### src/rtl/usb_in_ep_pkg.sv
package usb_in_ep_pkg;
   // handshake decision codes presented with hs_valid
   typedef enum logic [1:0] {
      HS_NONE  = 2'b00,
      HS_DATA  = 2'b01,
      HS_NAK   = 2'b10,
      HS_STALL = 2'b11
   } hs_e;

   // register bit positions; the four flags occupy the low bits in this order
   localparam int B_DONE  = 0;
   localparam int B_ERR   = 1;
   localparam int B_URUN  = 2;
   localparam int B_SSTL  = 3;
   localparam int B_FORCE = 4;
   localparam int B_TOG   = 5;
   localparam int N_FLAGS = 4;
   localparam int MIN_REG_W = 6;
   // flags also cleared when done is cleared
   localparam logic [N_FLAGS-1:0] FOLLOW_DONE = 4'b0110;
endpackage

### src/rtl/ep_flag.sv
module ep_flag (
   input  logic clk,
   input  logic rst_n,
   input  logic set,
   input  logic clr,
   output logic q
);
   always_ff @(posedge clk or negedge rst_n) begin
      if (!rst_n)   q <= 1'b0;
      else if (set) q <= 1'b1;
      else if (clr) q <= 1'b0;
   end
endmodule

### src/rtl/ep_csr.sv
module ep_csr
   import usb_in_ep_pkg::*;
#(
   parameter int REG_W = 8
) (
   input  logic                clk,
   input  logic                rst_n,
   input  logic                we,
   input  logic [REG_W-1:0]    wdata,
   input  logic [N_FLAGS-1:0]  flag_set,
   input  logic                toggle,
   output logic [REG_W-1:0]    rdata,
   output logic [N_FLAGS-1:0]  flags,
   output logic                force_stall,
   output logic                flush
);
   logic [N_FLAGS-1:0] flag_clr;
   logic               unused_wbits;

   assign unused_wbits = ^wdata[REG_W-1:B_TOG];

   for (genvar i = 0; i < N_FLAGS; i++) begin : g_flag
      assign flag_clr[i] = we & (wdata[i] | (FOLLOW_DONE[i] & wdata[B_DONE]));
      ep_flag u_flag (
         .clk   (clk),
         .rst_n (rst_n),
         .set   (flag_set[i]),
         .clr   (flag_clr[i]),
         .q     (flags[i])
      );
   end

   always_ff @(posedge clk or negedge rst_n) begin
      if (!rst_n) begin
         force_stall <= 1'b0;
         flush       <= 1'b0;
      end else begin
         if (we) force_stall <= wdata[B_FORCE];
         flush <= flag_clr[B_SSTL] & flags[B_SSTL] & ~flag_set[B_SSTL];
      end
   end

   always_comb begin
      rdata              = '0;
      rdata[N_FLAGS-1:0] = flags;
      rdata[B_FORCE]     = force_stall;
      rdata[B_TOG]       = toggle;
   end
endmodule

### src/rtl/ep_stall.sv
module ep_stall (
   input  logic clk,
   input  logic rst_n,
   input  logic force_stall,
   input  logic sstl,
   input  logic busy,
   output logic in_stall,
   output logic enter,
   output logic leave
);
   assign enter = force_stall & ~busy & ~in_stall;
   assign leave = in_stall & ~force_stall & ~sstl;

   always_ff @(posedge clk or negedge rst_n) begin
      if (!rst_n)     in_stall <= 1'b0;
      else if (enter) in_stall <= 1'b1;
      else if (leave) in_stall <= 1'b0;
   end
endmodule

### src/rtl/ep_txn.sv
module ep_txn
   import usb_in_ep_pkg::*;
#(
   parameter int CORRUPT_HOLD = 0
) (
   input  logic       clk,
   input  logic       rst_n,
   input  logic       token,
   input  logic       pkt_ready,
   input  logic       done,
   input  logic       stall_now,
   input  logic       host_ack,
   input  logic       host_timeout,
   input  logic       fifo_underrun,
   input  logic       toggle_clr,
   output logic       hs_valid,
   output logic [1:0] hs_code,
   output logic       hs_pid,
   output logic       busy,
   output logic       done_set,
   output logic       err_set,
   output logic       urun_set,
   output logic       stall_hs,
   output logic       crc_corrupt,
   output logic       toggle
);
   logic accept, send, fin, bad, bad_now;

   assign accept   = token & ~busy;
   assign stall_hs = accept & stall_now;
   assign send     = accept & ~stall_now & pkt_ready & ~done;
   assign fin      = busy & (host_ack | host_timeout);
   assign done_set = fin;
   assign err_set  = busy & host_timeout & ~host_ack;
   assign urun_set = busy & fifo_underrun;
   assign bad_now  = bad | urun_set;

   always_ff @(posedge clk or negedge rst_n) begin
      if (!rst_n) begin
         hs_valid <= 1'b0;
         hs_code  <= HS_NONE;
         hs_pid   <= 1'b0;
         busy     <= 1'b0;
         bad      <= 1'b0;
         toggle   <= 1'b0;
      end else begin
         hs_valid <= accept;
         if (stall_hs)    hs_code <= HS_STALL;
         else if (send)   hs_code <= HS_DATA;
         else if (accept) hs_code <= HS_NAK;
         else             hs_code <= HS_NONE;
         hs_pid <= send & toggle;
         if (send)     busy <= 1'b1;
         else if (fin) busy <= 1'b0;
         if (send)          bad <= 1'b0;
         else if (urun_set) bad <= 1'b1;
         if (toggle_clr)                       toggle <= 1'b0;
         else if (fin & host_ack & ~bad_now)   toggle <= ~toggle;
      end
   end

   if (CORRUPT_HOLD == 0) begin : g_pulse
      always_ff @(posedge clk or negedge rst_n) begin
         if (!rst_n) crc_corrupt <= 1'b0;
         else        crc_corrupt <= urun_set;
      end
   end else begin : g_hold
      always_ff @(posedge clk or negedge rst_n) begin
         if (!rst_n) crc_corrupt <= 1'b0;
         else        crc_corrupt <= urun_set | (crc_corrupt & busy & ~fin);
      end
   end
endmodule

### src/rtl/usb_in_ep_ctrl.sv
module usb_in_ep_ctrl
   import usb_in_ep_pkg::*;
#(
   parameter int REG_W        = 8,
   parameter int CORRUPT_HOLD = 0
) (
   input  logic             clk,
   input  logic             rst_n,
   input  logic             reg_we,
   input  logic [REG_W-1:0] reg_wdata,
   output logic [REG_W-1:0] reg_rdata,
   input  logic             in_token,
   input  logic             pkt_ready,
   input  logic             host_ack,
   input  logic             host_timeout,
   input  logic             fifo_underrun,
   output logic             hs_valid,
   output logic [1:0]       hs_code,
   output logic             hs_pid,
   output logic             fifo_flush,
   output logic             crc_corrupt
);
   if (REG_W < MIN_REG_W) begin : g_bad_width
      $error("usb_in_ep_ctrl: REG_W below minimum");
   end
   if (CORRUPT_HOLD != 0 && CORRUPT_HOLD != 1) begin : g_bad_hold
      $error("usb_in_ep_ctrl: CORRUPT_HOLD must be 0 or 1");
   end

   logic [N_FLAGS-1:0] flags, flag_set;
   logic force_stall, toggle, busy, in_stall, enter, leave;
   logic done_set, err_set, urun_set, stall_hs, stall_now;

   assign stall_now = force_stall | in_stall;

   always_comb begin
      flag_set         = '0;
      flag_set[B_DONE] = done_set;
      flag_set[B_ERR]  = err_set;
      flag_set[B_URUN] = urun_set;
      flag_set[B_SSTL] = enter | stall_hs;
   end

   ep_csr #(.REG_W(REG_W)) u_csr (
      .clk         (clk),
      .rst_n       (rst_n),
      .we          (reg_we),
      .wdata       (reg_wdata),
      .flag_set    (flag_set),
      .toggle      (toggle),
      .rdata       (reg_rdata),
      .flags       (flags),
      .force_stall (force_stall),
      .flush       (fifo_flush)
   );

   ep_stall u_stall (
      .clk         (clk),
      .rst_n       (rst_n),
      .force_stall (force_stall),
      .sstl        (flags[B_SSTL]),
      .busy        (busy),
      .in_stall    (in_stall),
      .enter       (enter),
      .leave       (leave)
   );

   ep_txn #(.CORRUPT_HOLD(CORRUPT_HOLD)) u_txn (
      .clk           (clk),
      .rst_n         (rst_n),
      .token         (in_token),
      .pkt_ready     (pkt_ready),
      .done          (flags[B_DONE]),
      .stall_now     (stall_now),
      .host_ack      (host_ack),
      .host_timeout  (host_timeout),
      .fifo_underrun (fifo_underrun),
      .toggle_clr    (leave),
      .hs_valid      (hs_valid),
      .hs_code       (hs_code),
      .hs_pid        (hs_pid),
      .busy          (busy),
      .done_set      (done_set),
      .err_set       (err_set),
      .urun_set      (urun_set),
      .stall_hs      (stall_hs),
      .crc_corrupt   (crc_corrupt),
      .toggle        (toggle)
   );
endmodule

### config.mk
export PLATFORM = sky130hd
export DESIGN_NAME = usb_in_ep_ctrl
export DESIGN_NICKNAME = d
export VERILOG_FILES = /design/src/rtl/usb_in_ep_pkg.sv /design/src/rtl/ep_flag.sv /design/src/rtl/ep_csr.sv /design/src/rtl/ep_stall.sv /design/src/rtl/ep_txn.sv /design/src/rtl/usb_in_ep_ctrl.sv
export SDC_FILE = /design/constraint.sdc
export NUM_CORES = 1
export LEC_CHECK = 0
export BUFFER_PORTS_ARGS = -buffer_cell sky130_fd_sc_hd__buf_4
export CAP_MARGIN = 30
export CORE_UTILIZATION = 40
export DETAILED_ROUTE_END_ITERATION = 8
export MAX_ROUTING_LAYER = met4
export PLACE_DENSITY_LB_ADDON = 0.08
export SYNTH_ARGS = -nofsm -noshare
export SYNTH_HDL_FRONTEND = slang
export SYNTH_SLANG_ARGS = --single-unit
### constraint.sdc
create_clock -name clk -period 1 [get_ports clk]
set_input_delay 0.05 -clock clk [delete_from_list [all_inputs] [get_ports clk]]
set_output_delay 0.05 -clock clk [all_outputs]
set_load 0.005 [all_outputs]
==> out/results.ini <==
[placed_design]
place_area_um2=867
dp_hpwl_um=917
port_buffers=24
place.gp.congestion=0.713

[global_route]
grt_use_met2_pct=25.2
grt_pass1_wl_um=2100
grtUsageMet3_pct=2.98
globalRoute.busiestLayer=met2
use_met1_pct=19.6
gr-total-overflow=0
grt_antenna_before_repair=0
grt_pass1_vias=494
grt_start_max_net_pins=16
grtUsageTotal_pct=16.2

[run_status]
violations=setup timing
status=finished with violations

[synthesis]
yosys_warnings=0
netlist_area_um2=663
postSynthAreaPerCell_um2=11.1
synthTopCellsByArea=dfrtp_1 (57%), buf_4 (9.1%), o21ai_0 (4.5%)
ys_ff_latch=15
yosysSeqAreaShare_pct=56.6
yosysTopAreaCell=dfrtp_1
synthDistinctLibCells=20
synth_top_area_share_pct=56.6
netlist_instances=60

[detailed_routing]
drt_pass1_iterations=1
via_count=497
drc_errors=0
routed_wl_um=1210
routedWlPerCell_um=11.1
drtAntennaViolNets=0
vias_per_cell=4.56
drtIter0Drc=0

[die]
die_h_um=42.7
pin_count=30
dieArea_um2=1820
die_w_um=42.7
initial_core_util_pct=43.5
core-area_um2=1520
fp-row-count=14

[power_and_ir_drop]
power_density_nw_per_um2=1470
power_frac_seq_pct=51.6
switching_share_pct=26.9
intPower_uw=1040
vdd_drop_max_v=0.00118
cellLeakagePower_uw=0.000508
clkPwrFrac_pct=25.0
comb_power_share_pct=23.4
power.switching_uw=383

[sta]
setup_violations=6
max_freq_ghz=0.934
setup_ws_ns=-0.0707
finClkSkew_ns=0.00197
slew_viol_final=0
finalCritPeriodShare_pct=107
period_needed_ns=1.07
hold_viol=0
hold_ws_ns=0.0148
rsz0062_at_grt=true

[layout]
insertedDiodeCount=0
final_layout_size_suffix_gt1_share_pct=48.4
largest_reg_flops=4
syn_to_final_growth_pct=45.8
finish.net_count=110
largest_register=u_csr.g_flag.u_flag.q
reg_top3=u_csr.g_flag.u_flag.q x4, u_txn.hs_code x2
final_area_um2=967
fillers=132

[clock_tree]
cts_max_level=1
numCtsBuffers=3
clock-root-buffer=clkbuf_4
cts_sinks=15
clkTransAtPathRegs_ns=0.09
clk_latency_ns=0.29
cts_buffer_depth=2
tritoncts=built

[critical_path]
path_class=flop to flop
path_max_fanout=4
required_ns=1.23
cp-start-kind=flop
worstPathArrival_ns=1.30
worstSetupEndpointType=flop

[flow_run]
max-cap-violations=0

[min_path]
hold_class=primary input to flop

## synth_stat cells, drive strengths merged
library cell  count
a32o              1
o21ai             6
buf               8
and4bb            1
conb              1
a21o              2
nand2b            2
nor3b             1
inv               4
nand2             5
and2              2
a21oi             2
xnor2             1
a31o              1
nor2              6
dfrtp            15
mux2i             1
nor4              1
## timing repair
action / 4_1_cts / 5_1_grt
gates resized for setup: 5 / 5
hold buffers: 3 / 0
endpoints found under the setup margin: 7 / 12
setup buffers: 2 / 0
endpoints found under the hold margin: 16 / 0
pin swaps: 3 / 0
## path summary, 6_finish.rpt
| check | cells past startpoint | startpoint | to | slack (ns) |
|---|---|---|---|---|
| worst min-delay path | 2 | fifo_underrun | u_txn.crc_corrupt | 0.01 |
| worst max register to register | 3 | u_txn.busy | u_txn.hs_pid | -0.07 |
| min in group asynchronous | 2 | rst_n | u_txn.hs_code[0] | 0.14 |
| worst max-delay path | 3 | u_txn.busy | u_txn.hs_pid | -0.07 |
| max in group asynchronous | 2 | rst_n | u_csr.force_stall | 0.67 |
| worst min register to register | 1 | u_csr.g_flag[2].u_flag.q | u_csr.g_flag[2].u_flag.q | 0.48 |
## per-layer routing
layer	vias up	wire length, um	share of wire [%]
met2	15	640	53
met1	223	488	40
met3	5	54	4.5
li1	254	-	-
met5	-	0	0
met4	0	23	1.9
## critical path, stage by stage, from the launching register on
cell and delay, ns:
dfrtp_1 0.39, nand2b_4 0.15, nor4_4 0.30, and2_1 0.17
## layout by cell type, fill, tap and decap left out, types with 2 or more instances in the layout
| cell type | Yosys | final |
|---|---|---|
| o21ai_0 | 6 | 4 |
| a21o_1 | 2 | 2 |
| buf_4 | 8 | 29 |
| a21oi_1 | 2 | 2 |
| o21ai_1 | 0 | 2 |
| dlygate4sd3_1 | 0 | 3 |
| inv_1 | 4 | 4 |
| clkbuf_4 | 0 | 3 |
| nand2b_4 | 1 | 2 |
| dfrtp_2 | 0 | 2 |
| nand2_1 | 5 | 5 |
| nor2_1 | 6 | 5 |
| dfrtp_1 | 15 | 13 |
| conb_1 | 1 | 2 |
| buf_6 | 0 | 4 |
## layout make-up
class | instances | area (um2) | share of cell area, %
Timing Repair Buffer | 36 | 293 | 30.3
Clock inverter | 1 | 7.51 | 0.776
Inverter | 4 | 15.0 | 1.55
Multi-Input combinational cell | 34 | 231 | 23.9
Tap cell | 16 | 20.0 | 2.07
Sequential cell | 15 | 378 | 39.1
Clock buffer | 3 | 22.5 | 2.33
## power by group through the flow
stage | combinational, uW | clock [uW] | sequential, uW
floorplan | 154 | 0 | 737
global placement | 291 | 0 | 738
detailed placement | 295 | 0 | 744
CTS | 327 | 374 | 735
global route | 369 | 405 | 743
finish | 333 | 356 | 734
## per-stage QoR
| step | instances | util [%] | power (uW) | setup WS (ns) | TNS [ns] |
|---|---|---|---|---|---|
| detailed placement | 100 | 56.9 | 1040 | -0.0770 | -0.250 |
| finish | 109 | 63.5 | 1420 | -0.0707 | -0.243 |
| global placement | 100 | 56.9 | 1030 | -0.0488 | -0.133 |
| global route | 109 | 63.5 | 1520 | -0.173 | -0.811 |
| CTS | 109 | 62.7 | 1440 | -0.0989 | -0.389 |
| floorplan | 61 | - | 892 | 0.0223 | 0 |
## cell families (layout without fill, tap and decap cells)
| group | after synthesis | in the layout | share of synthesized area (%) |
|---|---|---|---|
| buffers and inverters | 12 | 44 | 11.3 |
| AO/OA/AOI/OAI | 12 | 12 | 11.1 |
| flip-flops | 15 | 15 | 56.6 |
| AND/OR/NAND/NOR | 18 | 18 | 17.5 |
| other | 1 | 2 | 0.565 |
| multiplexers | 1 | 1 | 1.51 |
| XOR/XNOR | 1 | 1 | 1.32 |
(Power assumes the default switching activity.)
